<file path="config.mk">
export PLATFORM = sky130hd
export DESIGN_NAME = ios_fifo_tracker
export DESIGN_NICKNAME = d
export VERILOG_FILES = /design/src/rtl/ios_fifo_pkg.sv /design/src/rtl/ios_region_map.sv /design/src/rtl/ios_fifo_state.sv /design/src/rtl/ios_irq_bank.sv /design/src/rtl/ios_fifo_tracker.sv
export SDC_FILE = /design/constraint.sdc
export NUM_CORES = 1
export LEC_CHECK = 0
export BUFFER_PORTS_ARGS = -buffer_cell sky130_fd_sc_hd__clkbuf_2
export CAP_MARGIN = 20
export CORE_ASPECT_RATIO = 1.75
export CORE_MARGIN = 5
export CORE_UTILIZATION = 57
export DETAILED_ROUTE_END_ITERATION = 10
export PLACE_DENSITY = 0.87
export SETUP_SLACK_MARGIN = 0.15
export SYNTH_ARGS = -nofsm -noshare
export SYNTH_HDL_FRONTEND = slang
export SYNTH_HIERARCHICAL = 1
export SYNTH_SLANG_ARGS = --single-unit
</file>
<file path="constraint.sdc">
create_clock -name clk -period 16.3 [get_ports clk]
set_input_delay 3.26 -clock clk [delete_from_list [all_inputs] [get_ports clk]]
set_output_delay 3.26 -clock clk [all_outputs]
set_load 0.01 [all_outputs]
</file>
<file path="src/rtl/ios_fifo_pkg.sv">
package ios_fifo_pkg;
    localparam int SEG_SHIFT = 3;
    localparam int IRQ_SIZE  = 0;
    localparam int IRQ_OVF   = 1;
    localparam int IRQ_UNF   = 2;
    localparam int NORAM_SEG = 'h1F;

    typedef enum logic [1:0] {
        RGN_NONE = 2'd0,
        RGN_RO   = 2'd1,
        RGN_FIFO = 2'd2,
        RGN_RAM  = 2'd3
    } region_e;
endpackage

</file>
<file path="src/rtl/ios_region_map.sv">
module ios_region_map #(
    parameter int ADDR_W = 9
) (
    input  logic [ADDR_W-1:0] addr,
    input  logic [ADDR_W-1:0] fifo_lo,
    input  logic [ADDR_W-1:0] fifo_hi,
    input  logic [ADDR_W-1:0] ro_lo,
    input  logic              no_ram,
    output logic [1:0]        region
);
    import ios_fifo_pkg::*;

    region_e region_d;

    always_comb begin
        if ((addr >= fifo_lo) && (addr < fifo_hi))
            region_d = RGN_FIFO;
        else if ((addr >= ro_lo) && (addr < fifo_lo))
            region_d = RGN_RO;
        else if (addr >= fifo_hi)
            region_d = no_ram ? RGN_NONE : RGN_RAM;
        else
            region_d = RGN_NONE;
    end

    assign region = region_d;
endmodule

</file>
<file path="src/rtl/ios_fifo_state.sv">
module ios_fifo_state #(
    parameter int PTR_W  = 8,
    parameter int CNT_W  = 8,
    parameter int VCNT_W = 10,
    parameter int ADDR_W = 9
) (
    input  logic              clk,
    input  logic              rst_n,
    input  logic              pop_vld,
    input  logic              push_vld,
    input  logic              ptr_we,
    input  logic [PTR_W-1:0]  ptr_wdata,
    input  logic              cnt_we,
    input  logic [CNT_W-1:0]  cnt_wdata,
    input  logic              vinc_we,
    input  logic [VCNT_W-1:0] vinc_value,
    input  logic [CNT_W-1:0]  thr,
    input  logic [ADDR_W-1:0] fifo_lo,
    input  logic [ADDR_W-1:0] fifo_hi,
    input  logic [ADDR_W-1:0] fifo_size,
    output logic [PTR_W-1:0]  ptr_q,
    output logic [CNT_W-1:0]  cnt_q,
    output logic [VCNT_W-1:0] vcnt_q,
    output logic              evt_size,
    output logic              evt_ovf,
    output logic              evt_unf
);
    typedef struct packed {
        logic [PTR_W-1:0]  ptr;
        logic [CNT_W-1:0]  cnt;
        logic [VCNT_W-1:0] vcnt;
    } fstate_t;

    fstate_t st_d, st_q;
    logic pop_ok_d, push_ok_d;
    logic [ADDR_W-1:0] last_d;
    logic [VCNT_W-1:0] inc_d;

    always_comb begin
        st_d      = st_q;
        pop_ok_d  = pop_vld && (st_q.cnt != '0);
        push_ok_d = push_vld && (ADDR_W'(st_q.cnt) < fifo_size);
        last_d    = fifo_hi - ADDR_W'(1);
        inc_d     = vinc_we ? vinc_value : '0;

        if (ptr_we)
            st_d.ptr = ptr_wdata;
        else if (pop_ok_d)
            st_d.ptr = (ADDR_W'(st_q.ptr) == last_d) ? PTR_W'(fifo_lo)
                                                     : st_q.ptr + PTR_W'(1);

        if (cnt_we)
            st_d.cnt = cnt_wdata;
        else
            st_d.cnt = st_q.cnt + CNT_W'(push_ok_d) - CNT_W'(pop_ok_d);

        st_d.vcnt = st_q.vcnt + inc_d - VCNT_W'(pop_ok_d);

        evt_unf  = pop_vld && (st_q.cnt == '0);
        evt_ovf  = push_vld && !push_ok_d;
        evt_size = (st_q.cnt > thr) && (st_d.cnt <= thr);
    end

    always_ff @(posedge clk or negedge rst_n) begin
        if (!rst_n) st_q <= '0;
        else        st_q <= st_d;
    end

    assign ptr_q  = st_q.ptr;
    assign cnt_q  = st_q.cnt;
    assign vcnt_q = st_q.vcnt;
endmodule

</file>
<file path="src/rtl/ios_irq_bank.sv">
module ios_irq_bank #(
    parameter int W = 10
) (
    input  logic         clk,
    input  logic         rst_n,
    input  logic [W-1:0] evt,
    input  logic [W-1:0] set,
    input  logic [W-1:0] clr,
    input  logic         en_we,
    input  logic [W-1:0] en_wdata,
    output logic [W-1:0] stat_q,
    output logic [W-1:0] en_q,
    output logic         pending
);
    typedef struct packed {
        logic [W-1:0] stat;
        logic [W-1:0] en;
    } bank_t;

    bank_t bk_d, bk_q;

    always_comb begin
        bk_d = bk_q;
        for (int i = 0; i < W; i++) begin
            // a set or event in the same cycle beats a clear
            bk_d.stat[i] = evt[i] | set[i] | (bk_q.stat[i] & ~clr[i]);
        end
        if (en_we) bk_d.en = en_wdata;
    end

    always_ff @(posedge clk or negedge rst_n) begin
        if (!rst_n) bk_q <= '0;
        else        bk_q <= bk_d;
    end

    assign stat_q  = bk_q.stat;
    assign en_q    = bk_q.en;
    assign pending = |(bk_q.stat & bk_q.en);
endmodule

</file>
<file path="src/rtl/ios_fifo_tracker.sv">
module ios_fifo_tracker #(
    parameter int PTR_W    = 8,
    parameter int CNT_W    = 8,
    parameter int VCNT_W   = 10,
    parameter int NUM_IRQ  = 10,
    parameter int IO_W     = 8,
    parameter int BASE_W   = 5,
    parameter int MAX_W    = 6,
    parameter int RO_W     = 6,
    parameter int RO_RESET = 'h20
) (
    input  logic               clk,
    input  logic               rst_n,
    input  logic               cfg_we,
    input  logic [BASE_W-1:0]  cfg_fifo_base,
    input  logic [MAX_W-1:0]   cfg_fifo_max,
    input  logic [RO_W-1:0]    cfg_ro_base,
    input  logic               thr_we,
    input  logic [CNT_W-1:0]   thr_wdata,
    input  logic               ptr_we,
    input  logic [PTR_W-1:0]   ptr_wdata,
    input  logic               cnt_we,
    input  logic [CNT_W-1:0]   cnt_wdata,
    input  logic               push_vld,
    input  logic               pop_vld,
    input  logic               vinc_we,
    input  logic [VCNT_W-1:0]  vinc_value,
    input  logic [NUM_IRQ-1:0] ext_evt,
    input  logic [NUM_IRQ-1:0] irq_set,
    input  logic [NUM_IRQ-1:0] irq_clr,
    input  logic               irq_en_we,
    input  logic [NUM_IRQ-1:0] irq_en_wdata,
    input  logic [IO_W-1:0]    io_set,
    input  logic               io_clr_all,
    input  logic               io_en_we,
    input  logic [IO_W-1:0]    io_en_wdata,
    input  logic [ios_fifo_pkg::SEG_SHIFT+((MAX_W > RO_W) ? MAX_W : RO_W)-1:0] ram_addr,
    output logic [PTR_W-1:0]   rd_ptr,
    output logic [CNT_W-1:0]   byte_cnt,
    output logic [VCNT_W-1:0]  vcnt,
    output logic [NUM_IRQ-1:0] irq_status,
    output logic [NUM_IRQ-1:0] irq_enable,
    output logic [IO_W-1:0]    io_irq,
    output logic [IO_W-1:0]    io_irq_en,
    output logic               irq_out,
    output logic [1:0]         ram_region
);
    import ios_fifo_pkg::*;

    localparam int SEG_W  = (MAX_W > RO_W) ? MAX_W : RO_W;
    localparam int ADDR_W = SEG_W + SEG_SHIFT;

    typedef struct packed {
        logic [BASE_W-1:0] fifo_base;
        logic [MAX_W-1:0]  fifo_max;
        logic [RO_W-1:0]   ro_base;
        logic [CNT_W-1:0]  thr;
    } cfg_t;

    cfg_t cfg_d, cfg_q;

    always_comb begin
        cfg_d = cfg_q;
        if (cfg_we) begin
            cfg_d.fifo_base = cfg_fifo_base;
            cfg_d.fifo_max  = cfg_fifo_max;
            cfg_d.ro_base   = cfg_ro_base;
        end
        if (thr_we) cfg_d.thr = thr_wdata;
    end

    always_ff @(posedge clk or negedge rst_n) begin
        if (!rst_n) begin
            cfg_q         <= '0;
            cfg_q.ro_base <= RO_W'(RO_RESET);
        end else begin
            cfg_q <= cfg_d;
        end
    end

    // segment bases scaled to byte addresses
    logic [ADDR_W-1:0] fifo_lo, fifo_hi, ro_lo, fifo_size;
    logic              no_ram;

    assign fifo_lo   = ADDR_W'(cfg_q.fifo_base) << SEG_SHIFT;
    assign fifo_hi   = ADDR_W'(cfg_q.fifo_max)  << SEG_SHIFT;
    assign ro_lo     = ADDR_W'(cfg_q.ro_base)   << SEG_SHIFT;
    assign fifo_size = (fifo_hi > fifo_lo) ? (fifo_hi - fifo_lo) : '0;
    assign no_ram    = (cfg_q.fifo_max == MAX_W'(NORAM_SEG));

    ios_region_map #(.ADDR_W(ADDR_W)) u_region (
        .addr    (ram_addr),
        .fifo_lo (fifo_lo),
        .fifo_hi (fifo_hi),
        .ro_lo   (ro_lo),
        .no_ram  (no_ram),
        .region  (ram_region)
    );

    logic evt_size, evt_ovf, evt_unf;

    ios_fifo_state #(
        .PTR_W (PTR_W), .CNT_W (CNT_W), .VCNT_W (VCNT_W), .ADDR_W (ADDR_W)
    ) u_state (
        .clk        (clk),
        .rst_n      (rst_n),
        .pop_vld    (pop_vld),
        .push_vld   (push_vld),
        .ptr_we     (ptr_we),
        .ptr_wdata  (ptr_wdata),
        .cnt_we     (cnt_we),
        .cnt_wdata  (cnt_wdata),
        .vinc_we    (vinc_we),
        .vinc_value (vinc_value),
        .thr        (cfg_q.thr),
        .fifo_lo    (fifo_lo),
        .fifo_hi    (fifo_hi),
        .fifo_size  (fifo_size),
        .ptr_q      (rd_ptr),
        .cnt_q      (byte_cnt),
        .vcnt_q     (vcnt),
        .evt_size   (evt_size),
        .evt_ovf    (evt_ovf),
        .evt_unf    (evt_unf)
    );

    logic [NUM_IRQ-1:0] main_evt;
    always_comb begin
        main_evt           = ext_evt;
        main_evt[IRQ_SIZE] = ext_evt[IRQ_SIZE] | evt_size;
        main_evt[IRQ_OVF]  = ext_evt[IRQ_OVF]  | evt_ovf;
        main_evt[IRQ_UNF]  = ext_evt[IRQ_UNF]  | evt_unf;
    end

    logic main_pend, io_pend;

    ios_irq_bank #(.W(NUM_IRQ)) u_main_irq (
        .clk      (clk),
        .rst_n    (rst_n),
        .evt      (main_evt),
        .set      (irq_set),
        .clr      (irq_clr),
        .en_we    (irq_en_we),
        .en_wdata (irq_en_wdata),
        .stat_q   (irq_status),
        .en_q     (irq_enable),
        .pending  (main_pend)
    );

    ios_irq_bank #(.W(IO_W)) u_io_irq (
        .clk      (clk),
        .rst_n    (rst_n),
        .evt      ('0),
        .set      (io_set),
        .clr      ({IO_W{io_clr_all}}),
        .en_we    (io_en_we),
        .en_wdata (io_en_wdata),
        .stat_q   (io_irq),
        .en_q     (io_irq_en),
        .pending  (io_pend)
    );

    assign irq_out = main_pend | io_pend;
endmodule

</file>
; ---- After elaboration in Yosys (flattened, before gate mapping)
; Cells that the tools add are included.
[totals]
regBits = 87
inputBits = 128
output_inout_bits = 65
elab_cells = 115
[classes]
n_addsub = 7
n_lt_le_gt_ge = 9
n_eq_ne = 2
n_mux = 10
bitwise = 63
reduce_logical = 13
[op_table]
columns = cell, n
row1 = $mux W8, 4
row2 = $or A1 B1 Y1, 32
row3 = $and A1 B1 Y1, 18
row4 = $ge A9 B9 Y1, 2
row5 = $not A1 Y1, 11
row6 = $add A10 B10 Y10, 1
row7 = $and A10 B10 Y10, 1
row8 = $mux W10, 1
row9 = $reduce_or A10 Y1, 1
row10 = $sub A10 B1 Y10, 1
row11 = $eq A8 B9 Y1, 1
row12 = $ge A9 B8 Y1, 1
row13 = $gt A9 B8 Y1, 1
row14 = $lt A8 B9 Y1, 1
row15 = $lt A9 B8 Y1, 1
row16 = $lt A9 B9 Y1, 1
row17 = $mux W9, 1
row18 = $sub A9 B1 Y9 const B, 1
row19 = $sub A9 B8 Y9, 1
row20 = $add A8 B1 Y8, 1
row21 = $add A8 B1 Y8 const B, 1
row22 = $and A8 B8 Y8, 1
row23 = $gt A8 B8 Y1, 1
row24 = $le A8 B8 Y1, 1
row25 = 9 further kinds, 18

; ---- Logic depth before layout (Yosys ltp)
; Gate-level depths: netlist (run 1).
[depth]
ltp_word = 12
ltp_mapped = 35
ltp_nobuf = 35

; ---- Modules after synthesis
; The synthesis (run 1) kept the hierarchy.
[by_module_without_submodules]
columns = mod, n_inst, cells_each, area_each_um2, seq_area_each_um2
row1 = ios_fifo_state, 1, 351, 2894.0, 650.6
row2 = ios_fifo_tracker, 1, 102, 1222.4, 626.9
row3 = ios_irq_bank (u_main_irq), 1, 67, 798.3, 500.5
row4 = ios_region_map, 1, 103, 752.0, 0.0
row5 = ios_irq_bank (u_io_irq), 1, 54, 668.1, 400.4

; ---- Worst setup path after synthesis (run 1)
; Ideal clock, no wire load.
[synth_timing]
path_type = input -> output
startpoint = input port ram_addr[7] in the netlist's numbering
endpoint = output port ram_region[1]
arrival_ns = 4.540
required_ns = 13.040
slack_ns = 8.500
stages = 6
path_buffers = 0
path_cell_list = ha_1 > a21oi_1 > nand2_1 > a221o_1 > or2_0 > a31o_1
[synth_via]
elab_chain_len = 4
word_cells_on_any_way = 10
cone_classes = 5 x order compare / 3 x mux / 2 x reduce/logical
[synth_rtl]
columns = element, line
row1 = start: declaration, ios_fifo_tracker.sv:37  ; input logic [ios_fifo_pkg::SEG_SHIFT+((MAX_W > RO_W) ? MAX_W : RO_W)-1:0] ram_addr,
row2 = $ge A9 B9 Y1 (tied with other cells), ios_region_map.sv:20  ; else if (addr >= fifo_hi)
row3 = $mux W2 or $logic_and A1 B1 Y1 (tied branches), "ios_region_map.sv:20, ios_region_map.sv:18"
row4 = $mux W2, ios_region_map.sv:18  ; else if ((addr >= ro_lo) && (addr < fifo_lo))
row5 = $mux W2 *, ios_region_map.sv:16  ; if ((addr >= fifo_lo) && (addr < fifo_hi))
row6 = end: declaration, ios_fifo_tracker.sv:46  ; output logic [1:0] ram_region
; Every way passes the cells marked *; elsewhere a longest branch is shown, timed or not.

; ---- Worst setup path after layout (run 1)
[layout_timing]
startpoint = input port ram_addr[4] in the netlist's numbering
endpoint = output port ram_region[1]
; The elaborated chain is that of the path after synthesis.

==> impl_metrics.csv, run 1 <==
group,metric,value,unit
floorplanning,die_x,89.7,um
finish,n_antenna_cell,0,
worst_setup_path,required,13.04,ns
grt,grtUsageTotal,27.2,%
drt,routedWlPerCell,16.6,um
drt,wl_met1,5.99,mm
drt,dr_wl_met3,1.10,mm
timing,finalCritPeriodShare,50.4,%
floorplanning,core_region_area,11000,um^2
finish,instances_no_fill,1042,
timing,timing.fmax,0.122,GHz
synth,synth.area.top_cells,"dfrtp_1, ha_1, inv_1, mux2_2, o21ai_0",
clock_tree,cts_resized,0,
power_and_ir_drop,pwr_density_cell,133,nW/um^2
floorplanning,die_area,13400,um^2
synth,yosysTopAreaCell,"dfrtp_1",
drt,postRouteAntennaNets,0,
drt,route.met2.wl,9.60,mm
drt,drt_first_pass_iters,5,
grt,grt_pass1_vias,6043,
clock_tree,clk_latency,0.34,ns
grt,grt_pass1_wl,28.0,mm
synth,synth_area,6330,um^2
placement,gp_congestion,0.937,
status,status,"finished clean",
finish,drive_gt1_share,29.6,%
flow_run,max_cap_viol_count,0,
floorplanning,die_h,149,um
worst_setup_path,rrSetupSlack,10.01,ns
drt,first_iter_violations,194,
timing,tns,0,ns
synth,synth_edf_count,0,
grt,grt_max_degree,56,
timing,worst_slew_pin_slew,0.691,ns
clock_tree,cts_max_level,3,
worst_setup_path,crit_path_start_kind,"input port",
synth,synth_area_per_cell,9.36,um^2
timing,setup_ws,8.08,ns
clock_tree,path_clk_slew,0.06,ns
synth,synth_most_common_cell,"inv_1",
synth,yosys_most_used_dff,"dfrtp_1",
clock_tree,clk_path_buf_depth,2,
timing,hold-worst-slack,0.506,ns
clock_tree,cts_root_buf,"clkbuf_16",
drt,viasPerCell,5.43,
timing,slew_headroom,53.9,%
timing,setup_viol,0,
timing,hold_viol,0,
timing,fin_crit,8.22,ns
grt,grt_overflow,0,
clock_tree,hold_buffers,0,
drt,drc_errors,0,
synth,ys_warn_count,6,
grt,antenna_found_initial,0,
timing,finClkSkew,0.0105,ns
synth,async_reset_ff_share,100,%
hold_path,min_path_cells,1,
clock_tree,cts_tree,"built",
clock_tree,cts_setup_buffers,0,
synth,yosys.area.top_type_share,34.0,%
placement,dp.cells,1026,
synth,synth.distinct_cells,68,
power_and_ir_drop,power.leakage,4.19,nW
placement,dp_slack,8.15,ns
clock_tree,cts.sinks,87,
timing,rsz0062_at_grt,"false",
finish,area_growth,24.0,%
drt,num_vias,5658,
floorplanning,rows,51,
drt,highest_layer,"met4",
power_and_ir_drop,irDropWorstVdd,0.0853,mV
floorplanning,io_pins,193,
worst_setup_path,r2r_cells,34,
worst_setup_path,cp_max_fo,3,
drt,routed_wl,17.3,mm
floorplanning,initial_core_util,57.4,%
timing,maxSlewViolCount,0,
power_and_ir_drop,total_power,1.05,mW
synth,ys_ff_latch,87,
synth,synth.top_cells.by_count,"inv_1, dfrtp_1, ha_1",
synth,synthCells,677,
hold_path,hp-class,"reg -> reg",
worst_setup_path,cp_data_arrival_time,4.96,ns
placement,hpwl,14.1,mm
clock_tree,cts_buffers,9,
placement,numPortBuffers,192,
finish,final_nets,1122,
worst_setup_path,endpoint_kind,"primary output",
synth,seq_area_frac_synth,34.4,%
worst_setup_path,crit_type,"in -> out",
placed cells by master, fill, tap and decap left out, types with 9 or more instances in the layout:
master	n
clkbuf_2	191
inv_1	114
ha_1	86
dfrtp_1	86
o21ai_0	46
nor2_1	46
nand2_1	45
conb_1	37
mux2_2	33
a21oi_1	31
xnor2_1	22
nand4_1	11
nand3_1	9
clkbuf_16	9
xor2_1	9
kinds of logic after synthesis:
logic type	synth area share [%]
and+or+nand+nor	12.7
AOI/OAI and AO/OA	13.8
buffers and inverters	7.74
adders and majority gates	17.9
DFF	34.4
muxes	9.03
xor gates and xnor gates	4.29
other	0.0592
routing by layer:
metal | up-vias | track usage [%]
met5 | - | 0
met1 | 2659 | 28.0
met3 | 45 | 6.45
met2 | 220 | 50.0
met4 | 0 | 11.9
li1 | 2734 | -
flip-flops by register name, summed over array words and instances (netlist names):
name               cells
u_state/cnt_q          8
cfg_q                 25
u_state/ptr_q          8
u_io_irq/stat_q        8
u_main_irq/en_q       10
u_state/vcnt_q        10
u_io_irq/en_q          8
u_main_irq/stat_q     10
area by class of cell:
cell class	count	area, um^2
multi-input cells	499	3800
flip-flops and latches	87	2180
inverters	115	432
repair buffers	193	971
clock buffers	9	225
clock inverters	7	85.1
fillers	846	3180
well taps	132	165
worst paths after layout:
path / from / to
hold / removal: cfg_q[8] / cfg_q[8]
min in group asynchronous: rst_n / cfg_q[1]
max in group asynchronous: rst_n / u_state/vcnt_q[3]
hold reg to reg: cfg_q[8] / cfg_q[8]
setup reg to reg: cfg_q[14] / u_main_irq/stat_q[0]
setup / recovery: ram_addr[4] / ram_region[1]
power breakdown:
part | switching (mW) | internal (mW)
Sequential | 0.0488 | 0.259
Clock | 0.0924 | 0.122
Combinational | 0.278 | 0.245
Total | 0.420 | 0.626
worst max-delay path, cell delays in order:
cell and delay, ns:
clkbuf_2 0.11, ha_1 0.33, a21oi_1 0.13, o21ai_0 0.17, a211oi_1 0.39, o311ai_2 0.20
a31o_1 0.24, clkbuf_2 0.12
through the flow:
step | instance area, um^2 | utilization [%]
5_1_grt | 7860 | 71.2
2_1_floorplan | 6470 | -
4_1_cts | 7860 | 71.2
3_3_place_gp | 7550 | 68.4
6_report | 7860 | 71.2
3_5_place_dp | 7550 | 68.4
No activity file was read; power rests on OpenSTA's default activity.
==> run 2, diff against run 1 <==
--- a/config.mk
+++ b/config.mk
@@ -9,9 +9,9 @@
 export CAP_MARGIN = 20
 export CORE_ASPECT_RATIO = 1.75
 export CORE_MARGIN = 5
-export CORE_UTILIZATION = 57
+export CORE_UTILIZATION = 53
 export DETAILED_ROUTE_END_ITERATION = 10
-export PLACE_DENSITY = 0.87
+export PLACE_DENSITY = 0.82
 export SETUP_SLACK_MARGIN = 0.15
 export SYNTH_ARGS = -nofsm -noshare
 export SYNTH_HDL_FRONTEND = slang
==> constraint.sdc (replaced) <==
create_clock -name clk -period 8.51 [get_ports clk]
set_input_delay 1.702 -clock clk [delete_from_list [all_inputs] [get_ports clk]]
set_output_delay 1.702 -clock clk [all_outputs]
set_load 0.01 [all_outputs]
==> run 2 against run 1 <==
  * Register-to-register slack got worse by 7.6 ns
  * Via count fell by 0.48%
  * Combinational power rose by 93%
  * Clock power rose by 100%
  * Critical path type is now reg -> reg
  * Sequential share of layout area fell by 0.16 points
  * Utilization fell by 4.6 points
  * Highest routed layer unchanged
  * Largest power group unchanged
==> impl_metrics.csv, run 2 (synthesized netlist as in run 1, its figures left out) <==
group,metric,value,unit
clock_tree,cts_buffers,9,
finish,drive_gt1_share,29.6,%
power_and_ir_drop,power.leakage,4.21,nW
timing,hold-worst-slack,0.506,ns
finish,final_common_cell,"clkbuf_2",
finish,layout_common_cells,"clkbuf_2, inv_1, ha_1, dfrtp_1",
power_and_ir_drop,pwr_density_cell,257,nW/um^2
power_and_ir_drop,total_power,2.03,mW
drt,postRouteAntennaNets,0,
drt,viasPerCell,5.38,
drt,routed_wl,17.1,mm
timing,hold_viol,0,
worst_setup_path,rrSetupSlack,2.44,ns
placement,numPortBuffers,192,
drt,drc_errors,0,
timing,tns,0,ns
worst_setup_path,cp_max_fo,6,
timing,setup_viol,0,
finish,largest-register,"cfg_q",
drt,drt_first_pass_iters,4,
grt,grt_pass1_wl,27.5,mm
timing,slew_headroom,60.7,%
placement,dp_slack,2.54,ns
worst_setup_path,required,8.72,ns
hold_path,hp-class,"reg -> reg",
timing,finClkSkew,0.00959,ns
worst_setup_path,crit_type,"reg -> reg",
grt,antenna_found_initial,0,
grt,grt_overflow,0,
clock_tree,clk_latency,0.34,ns
timing,maxSlewViolCount,0,
timing,rsz0062_at_grt,"false",
floorplanning,initial_core_util,53.4,%
floorplanning,die_h,155,um
worst_setup_path,crit_top_cell,"ha_1",
clock_tree,cts_setup_buffers,0,
clock_tree,path_clk_slew,0.06,ns
grt,grt_max_degree,88,
clock_tree,cts_tree,"built",
drt,first_iter_violations,169,
finish,largest_reg_flops,25,
finish,fillers,998,
flow_run,max_cap_viol_count,0,
drt,num_vias,5631,
floorplanning,core_region_area,11900,um^2
worst_setup_path,crit_path_start_kind,"register",
floorplanning,rows,53,
timing,worst_slew_pin_slew,0.575,ns
clock_tree,hold_buffers,0,
worst_setup_path,cp_data_arrival_time,6.28,ns
timing,fin_crit,6.07,ns
finish,area_growth,24.7,%
floorplanning,die_x,92.6,um
clock_tree,cts_max_level,3,
clock_tree,cts_root_buf,"clkbuf_16",
finish,n_antenna_cell,0,
status,status,"finished clean",
grt,grt_pass1_vias,5971,
placement,gp_congestion,0.880,
timing,finalCritPeriodShare,71.3,%
timing,setup_ws,2.44,ns
worst_setup_path,cp_slowest_stage_delay,0.46,ns
clock_tree,cts.sinks,87,
floorplanning,io_pins,193,
worst_setup_path,endpoint_kind,"register",
grt,grtUsageTotal,24.3,%
clock_tree,clk_path_buf_depth,2,
floorplanning,die_area,14300,um^2
placement,hpwl,13.9,mm
power_and_ir_drop,irDropWorstVdd,0.181,mV
drt,routedWlPerCell,16.3,um
finish,final_nets,1122,
timing,timing.fmax,0.165,GHz
clock_tree,cts_resized,0,
worst_setup_path,crit_path_top_delay_cell,"dfrtp_1",
==> run 2: report_power, final <==
group          internal, mW  switching [mW]  leakage, nW
registers             0.496          0.0950        0.985
logic                 0.473           0.533         3.07
clock network         0.261           0.174        0.161
total                  1.23           0.801         4.21
==> run 2: cell type report <==
type                            count  area (um^2)  share of cell area (%)
Timing Repair Buffer              193          991                    12.5
Clock buffer                        9          225                    2.85
Sequential cell                    87         2180                    27.6
Inverter                          115          432                    5.46
Multi-Input combinational cell    499         3800                    48.1
Tap cell                          137          171                    2.17
Clock inverter                      7          104                    1.31
==> run 2: final timing paths <==
path,cells past startpoint,endpoint,start
max,33,u_main_irq/stat_q[0],cfg_q[14]
min reg2reg,1,cfg_q[9],cfg_q[9]
min in group asynchronous,1,u_state/ptr_q[3],rst_n
max in group asynchronous,2,cfg_q[6],rst_n
min,1,cfg_q[9],cfg_q[9]
max reg2reg,33,u_main_irq/stat_q[0],cfg_q[14]
==> run 2: worst max-delay path: cells and delay by family (launching register included) <==
| kind | cells | cell delay, ns |
|---|---|---|
| adders and majority gates | 6 | 1.62 |
| muxes | 1 | 0.28 |
| xor gates and xnor gates | 1 | 0.11 |
| DFF | 1 | 0.46 |
| and+or+nand+nor | 8 | 1.15 |
| buffers and inverters | 4 | 0.30 |
| AOI/OAI and AO/OA | 13 | 2.01 |
==> run 2: metrics by stage <==
stage          util [%]  instances  area, um^2
4_1_cts            66.3       1046        7880
5_1_grt            66.6       1047        7900
6_report           66.6       1047        7900
3_3_place_gp       63.6       1030        7550
2_1_floorplan         -        713        6470
3_5_place_dp       63.6       1030        7550
==> run 2: routing by layer <==
| layer | up-vias | share of wire (%) | GRT usage (%) |
|---|---|---|---|
| met5 | - | 0 | 0 |
| met4 | 0 | 3.4 | 10.6 |
| met3 | 38 | 6.6 | 5.74 |
| met2 | 201 | 56 | 47.2 |
| met1 | 2657 | 34 | 23.8 |
| li1 | 2735 | - | - |
